[src/rtl/flash_poll_pkg.sv]
package flash_poll_pkg;
  localparam int DATA_W = 16;

  typedef enum logic [1:0] {
    OP_NONE   = 2'b00,
    OP_PROG   = 2'b01,
    OP_SERASE = 2'b10,
    OP_CERASE = 2'b11
  } op_e;

  typedef enum logic [1:0] {
    ST_IDLE = 2'b00,
    ST_BUSY = 2'b01,
    ST_ERR  = 2'b10
  } st_e;

  function automatic logic [DATA_W-1:0] stat_word(input logic p_hi, input logic p_lo,
                                                  input logic err);
    logic [DATA_W-1:0] w;
    w     = '0;
    w[15] = p_hi;
    w[7]  = p_lo;
    w[13] = err;
    w[5]  = err;
    return w;
  endfunction
endpackage

[src/rtl/flash_op_seq.sv]
module flash_op_seq
  import flash_poll_pkg::*;
#(
  parameter int ADDR_W            = 6,
  parameter int SECT_W            = 2,
  parameter int PROG_CYCLES       = 8,
  parameter int SECT_ERASE_CYCLES = 32,
  parameter int TIMEOUT_CYCLES    = 256
) (
  input  logic                   clk_i,
  input  logic                   rst_ni,
  input  logic                   cmd_valid_i,
  input  logic [1:0]             cmd_op_i,
  input  logic [ADDR_W-1:0]      cmd_addr_i,
  input  logic [DATA_W-1:0]      cmd_data_i,
  input  logic                   err_clr_i,
  input  logic [DATA_W-1:0]      old_word_i,
  output st_e                    st_o,
  output op_e                    op_o,
  output logic [ADDR_W-1:0]      tgt_addr_o,
  output logic [DATA_W-1:0]      tgt_data_o,
  output logic [(1<<SECT_W)-1:0] mask_o,
  output logic                   wr_en_o,
  output logic [DATA_W-1:0]      wr_data_o,
  output logic                   erase_en_o
);
  localparam int NSECT       = 1 << SECT_W;
  localparam int CHIP_CYCLES = SECT_ERASE_CYCLES * NSECT;
  localparam int MAX_A       = (PROG_CYCLES > CHIP_CYCLES) ? PROG_CYCLES : CHIP_CYCLES;
  localparam int MAX_C       = (MAX_A > TIMEOUT_CYCLES) ? MAX_A : TIMEOUT_CYCLES;
  localparam int CNT_W       = $clog2(MAX_C + 1);

  st_e                    st_q;
  op_e                    op_q;
  logic [ADDR_W-1:0]      addr_q;
  logic [DATA_W-1:0]      data_q;
  logic [NSECT-1:0]       mask_q;
  logic [CNT_W-1:0]       cnt_q, dur_q;

  op_e                    op_in;
  logic                   accept, illegal, done, tmo;
  logic [CNT_W-1:0]       dur_in;
  logic [NSECT-1:0]       mask_in;

  assign op_in   = op_e'(cmd_op_i);
  assign accept  = cmd_valid_i && (st_q == ST_IDLE) && (op_in != OP_NONE);
  assign illegal = (op_in == OP_PROG) && (|(cmd_data_i & ~old_word_i));

  always_comb begin
    mask_in = '0;
    dur_in  = CNT_W'(PROG_CYCLES);
    unique case (op_in)
      OP_SERASE: begin
        mask_in[cmd_addr_i[ADDR_W-1 -: SECT_W]] = 1'b1;
        dur_in = CNT_W'(SECT_ERASE_CYCLES);
      end
      OP_CERASE: begin
        mask_in = '1;
        dur_in  = CNT_W'(CHIP_CYCLES);
      end
      default: ;
    endcase
  end

  // completion wins over timeout when both land on the same count
  assign done = (st_q == ST_BUSY) && (cnt_q == dur_q - 1'b1);
  assign tmo  = (st_q == ST_BUSY) && !done && (cnt_q == CNT_W'(TIMEOUT_CYCLES - 1));

  always_ff @(posedge clk_i or negedge rst_ni) begin
    if (!rst_ni) begin
      st_q   <= ST_IDLE;
      op_q   <= OP_NONE;
      addr_q <= '0;
      data_q <= '0;
      mask_q <= '0;
      cnt_q  <= '0;
      dur_q  <= '0;
    end else begin
      unique case (st_q)
        ST_IDLE: if (accept) begin
          op_q   <= op_in;
          addr_q <= cmd_addr_i;
          data_q <= cmd_data_i;
          mask_q <= mask_in;
          dur_q  <= dur_in;
          cnt_q  <= '0;
          st_q   <= illegal ? ST_ERR : ST_BUSY;
        end
        ST_BUSY: begin
          if (done)     st_q <= ST_IDLE;
          else if (tmo) st_q <= ST_ERR;
          else          cnt_q <= cnt_q + 1'b1;
        end
        ST_ERR: if (err_clr_i) st_q <= ST_IDLE;
        default: st_q <= ST_IDLE;
      endcase
    end
  end

  assign st_o       = st_q;
  assign op_o       = op_q;
  assign tgt_addr_o = addr_q;
  assign tgt_data_o = data_q;
  assign mask_o     = mask_q;
  assign wr_en_o    = done && (op_q == OP_PROG);
  assign wr_data_o  = old_word_i & data_q;
  assign erase_en_o = done && (op_q == OP_SERASE || op_q == OP_CERASE);
endmodule

[config.mk]
export PLATFORM = sky130hd
export DESIGN_NAME = flash_op_seq
export DESIGN_NICKNAME = d
export VERILOG_FILES = /design/src/rtl/flash_poll_pkg.sv /design/src/rtl/flash_op_seq.sv
export SDC_FILE = /design/constraint.sdc
export NUM_CORES = 1
export LEC_CHECK = 0
export ABC_AREA = 1
export BUFFER_PORTS_ARGS = -buffer_cell sky130_fd_sc_hd__buf_2
export CAP_MARGIN = 10
export CORE_MARGIN = 1.5
export CORE_UTILIZATION = 48
export CTS_CLUSTER_SIZE = 20
export DETAILED_ROUTE_END_ITERATION = 8
export PLACE_DENSITY = 0.78
export SLEW_MARGIN = 20
export SYNTH_ARGS = -nofsm -noshare
export SYNTH_HDL_FRONTEND = slang
export SYNTH_SLANG_ARGS = --single-unit
[constraint.sdc]
create_clock -name clk_i -period 1.9 [get_ports clk_i]
set_clock_uncertainty 0.1 [all_clocks]
set_input_delay 0.285 -clock clk_i [delete_from_list [all_inputs] [get_ports clk_i]]
set_output_delay 0.285 -clock clk_i [all_outputs]
set_load 0.03 [all_outputs]
==> summary.txt <==
Setup path
  • Data required time of the critical path: roughly 1.5 ns
  • Cells along the critical path: inv_2, ha_4, nand2_2, inv_2, nor2_2, nand2_2, nor2_4, nand4_1, nor2_4, buf_6
  • Crit path capture type: primary output
  • CP arrival: between 1.5 and 2 ns
  • Largest delay contributor family on the critical path: simple AND/OR/NAND/NOR gates
  • Critical path class: flop to primary output
  • Worst stage delay on the critical path: a little under 0.4 ns
  • Standard cell with the maximum stage delay on the critical path: sky130_fd_sc_hd__dfrtp_1
  • CP bufs+invs: 3
  • Crit path max fanout: 2
  • Type of element launching the critical path: flop

Run status
  • Violated checks: negative setup slack
  • Result of the run: finished, violations left

Timing
  • Number of failing setup endpoints in the final timing report: 2
  • Final clock period utilization by the worst path: 115%
  • Highest clock rate: between 0.4 and 0.5 GHz
  • Endpoints failing hold: 0
  • Slew @ Worst Pin: around 0.47 ns
  • Total count of max-transition violations in the final report: 0
  • Final setup slack of the worst path: -0.279 ns
  • Setup repair after global routing missed its margin: yes
  • Normalized max-slew margin: between 60% and 70%
  • Minimum clock period after layout: 2.18 ns
  • Fin Setup TNS: -0.543 ns

Final layout
  • Share of cells above drive strength 1: 32.0%
  • Total of fill cells in the finished design: about 400
  • Diodes inserted: 0
  • Final design utilization: ~67%
  • Nets: 480
  • Synth-to-layout area growth: 35.0%

Min path
  • Classification of the worst-slack hold path: input pin to flop

Route
  • Remaining antenna violation count: 0
  • Total vias in the final route: between 2,000 and 2,500
  • Initial drt markers: 143
  • DR DRC count: 0
  • TritonRoute pass-1 iters: 4
  • Detailed-route wire length per cell: 11.4 um
  • WL final: 5.58 mm
  • Average via count per standard cell: ~4.9

Logic synthesis
  • Total nets after synthesis: around 370
  • Combined area of all synthesized cells: 2310 um2
  • Number of synthesized flops with an enable pin: 0
  • Post-Synth Simple-Gate Area: between 30% and 40%
  • Biggest area contributors in the synthesized netlist: sky130_fd_sc_hd__dfrtp_1 45%, sky130_fd_sc_hd__nand2_1 22%, sky130_fd_sc_hd__inv_1 8.3%
  • Most used standard cells in the synthesized netlist: 137 x sky130_fd_sc_hd__nand2_1, 51 x sky130_fd_sc_hd__inv_1, 42 x sky130_fd_sc_hd__dfrtp_1
  • Post-synthesis sequential element count: 42
  • Count leader, synth: sky130_fd_sc_hd__nand2_1
  • Portion of the post-synthesis area used by sequential elements: between 40% and 50%
  • Post-synthesis mux area share: 0%
  • XOR/XNOR Fraction of Synth Area: 0.379%
  • Synthesized area divided by synthesized cell count: ~7.1 um2
  • Fraction of the mapped netlist area in compound gates: between 4 and 5%
  • Area share of fa/ha/maj cells after synthesis: 1.62%
  • Synth Instances: 325
  • Combinational family with the most area after synthesis: simple AND/OR/NAND/NOR gates
  • Warning count from the yosys run: 0
  • Post-synthesis cell type with the largest combined area: sky130_fd_sc_hd__dfrtp_1
  • Synth unique cells: 25
  • Ys flop type: sky130_fd_sc_hd__dfrtp_1
  • Fraction of post-synthesis cell area in the top cell type by area: between 40% and 50%
  • Synth async-reset ratio: 100%

Global routing
  • Antenna violations before repair: 0
  • Global-route usage over all layers: approximately 23%
  • Number of global-route vias before repair: 2,227
  • Global-route wire length before repair: 9.34 mm
  • Remaining Overflow, GRT: 0
  • Maximum number of pins on one net before global-route repair: 22

Run
  • MaxCap Viol Count: 0

Die
  • Die Span X: roughly 72 um
  • Count of pins on the block boundary: 92
  • Initial Utilization: approximately half
  • Height of the die: 72.4 um
  • Area of the die: 5240 um2
  • Number of rows created at floorplan: 25
  • Core area: approximately 4700 um2

Clock tree
  • Number of clock sinks: 42
  • Max Buffers Root-to-Sink: 2
  • Number of buffers created by CTS: 5
  • Clock latency reported for the late side of the worst-skew pair: between 0.2 and 0.3 ns
  • Cell at the root of the clock tree: sky130_fd_sc_hd__clkbuf_8
  • TritonCTS clock tree: yes
  • CTS clk-pin slew, worst paths: roughly 0.080 ns
  • Number of H-tree levels: 2

Power
  • Leakage power figure: approximately 0.0020 uW
  • Power per cell area: ~540 nW/um2
  • Worst ir drop on vdd: 0.309 mV

Placement
  • Global placer's final weighted congestion: between 0.8 and 0.9
  • Estimated wirelength of the detail-placed design: between 4 and 5 mm
  • Number of port buffers: a little over 90
layout by cell type, fill, tap and decap left out:
cell type	n
sky130_fd_sc_hd__ha_1	1
sky130_fd_sc_hd__nor3_2	1
sky130_fd_sc_hd__or2_1	1
sky130_fd_sc_hd__nor3_1	4
sky130_fd_sc_hd__nor2_1	16
sky130_fd_sc_hd__nor2_2	5
sky130_fd_sc_hd__dfrtp_2	2
sky130_fd_sc_hd__a22o_1	2
sky130_fd_sc_hd__buf_12	1
sky130_fd_sc_hd__bufinv_16	1
sky130_fd_sc_hd__clkbuf_8	5
sky130_fd_sc_hd__inv_2	6
sky130_fd_sc_hd__nand2_2	3
sky130_fd_sc_hd__o21ai_0	12
sky130_fd_sc_hd__nand4_1	4
sky130_fd_sc_hd__nand3b_1	2
sky130_fd_sc_hd__nand3_4	2
sky130_fd_sc_hd__nand3_2	1
sky130_fd_sc_hd__nand2_8	1
sky130_fd_sc_hd__dfrtp_1	40
sky130_fd_sc_hd__nand2_4	2
sky130_fd_sc_hd__buf_6	2
sky130_fd_sc_hd__o21bai_1	1
sky130_fd_sc_hd__nand3_1	21
sky130_fd_sc_hd__o21a_1	1
sky130_fd_sc_hd__ha_4	1
sky130_fd_sc_hd__nand2_1	134
sky130_fd_sc_hd__ha_2	1
sky130_fd_sc_hd__xor2_1	1
sky130_fd_sc_hd__a21oi_1	2
sky130_fd_sc_hd__clkbuf_1	2
sky130_fd_sc_hd__dlygate4sd3_1	1
sky130_fd_sc_hd__nor3b_1	2
sky130_fd_sc_hd__nor2_4	3
sky130_fd_sc_hd__buf_4	13
sky130_fd_sc_hd__inv_1	48
sky130_fd_sc_hd__buf_2	89
routing by layer:
metal	share of wire [%]	vias up	GRT usage, %
met1	41	1090	27.5
met3	5.9	5	4.72
met4	0.75	0	5.03
met5	0	-	0
met2	52	81	41.0
li1	-	1204	-
state kept, by name, summed over array words and instances, names as in the netlist:
| signal | count |
|---|---|
| mask_o | 4 |
| tgt_addr_o | 6 |
| cnt_q | 9 |
| op_o | 2 |
| st_o | 2 |
| dur_q | 3 |
| tgt_data_o | 16 |
layout make-up:
type                       count  area, um2  share of cell area (%)
inverter                      54        203                    6.50
sequential                    42       1050                    33.8
tap                           54       67.6                    2.17
clock buffer                   7       76.3                    2.45
clock inverter                 1       30.0                   0.962
timing repair buffer         106        596                    19.1
multi-input combinational    224       1090                    35.1
worst reg2reg max path, stage by stage (launching register included):
cell and delay, ns:
sky130_fd_sc_hd__dfrtp_1 0.39, sky130_fd_sc_hd__inv_2 0.08, sky130_fd_sc_hd__ha_4 0.20, sky130_fd_sc_hd__nand2_2 0.06
sky130_fd_sc_hd__inv_2 0.03, sky130_fd_sc_hd__nor2_2 0.08, sky130_fd_sc_hd__nand2_2 0.07, sky130_fd_sc_hd__nor2_4 0.08
sky130_fd_sc_hd__buf_4 0.12, sky130_fd_sc_hd__nand3_4 0.10, sky130_fd_sc_hd__nand2_4 0.10, sky130_fd_sc_hd__nand2_4 0.10
sky130_fd_sc_hd__nand2_8 0.11, sky130_fd_sc_hd__nand2_1 0.06, sky130_fd_sc_hd__nand2_1 0.05
path summary, 6_finish.rpt:
path / from / end / slack (ns) / cells past startpoint
worst min-delay path: cmd_addr_i[2] / tgt_addr_o[2] / 0.08 / 3
worst min register to register: tgt_addr_o[4] / tgt_addr_o[4] / 0.39 / 2
min in group asynchronous: rst_ni / cnt_q[3] / 0.38 / 2
max in group asynchronous: rst_ni / st_o[0] / 0.76 / 3
worst max register to register: dur_q[3] / cnt_q[5] / 0.11 / 14
worst max-delay path: dur_q[3] / wr_en_o / -0.28 / 10
power breakdown:
group / switching, uW / internal [uW]
Sequential: 0 / 893
Combinational: 58.4 / 47.1
Clock: 298 / 393
Total: 356 / 1330
cell families (layout without fill, tap and decap cells):
logic type	after synthesis	after routing
xor+xnor	1	1
fa+ha+maj	3	3
simple gates	202	202
buf+inv	59	168
compound gates	18	18
flops	42	42
through the flow:
step | total power (uW) | instances | hold WS (ns) | setup WS [ns] | area (um2)
floorplan | 937 | 325 | -0.111 | 0.00784 | 2340
CTS | 1700 | 487 | 0.0768 | -0.306 | 3080
global route | 1750 | 488 | 0.0963 | -0.397 | 3120
finish | 1690 | 488 | 0.0826 | -0.279 | 3120
global placement | 1010 | 477 | 0.162 | -0.0157 | 2940
detailed placement | 1020 | 477 | 0.170 | -0.0790 | 2940
repair_timing:
| item | CTS | global route |
|---|---|---|
| setup endpoints to repair | 12 | 13 |
| pin swaps | 3 | 4 |
| setup buffers | 1 | 1 |
| gates resized for setup | 6 | 11 |
| hold endpoints to repair | 19 | 0 |
| hold buffers | 1 | 0 |
Power figures use the tool's default switching activity.
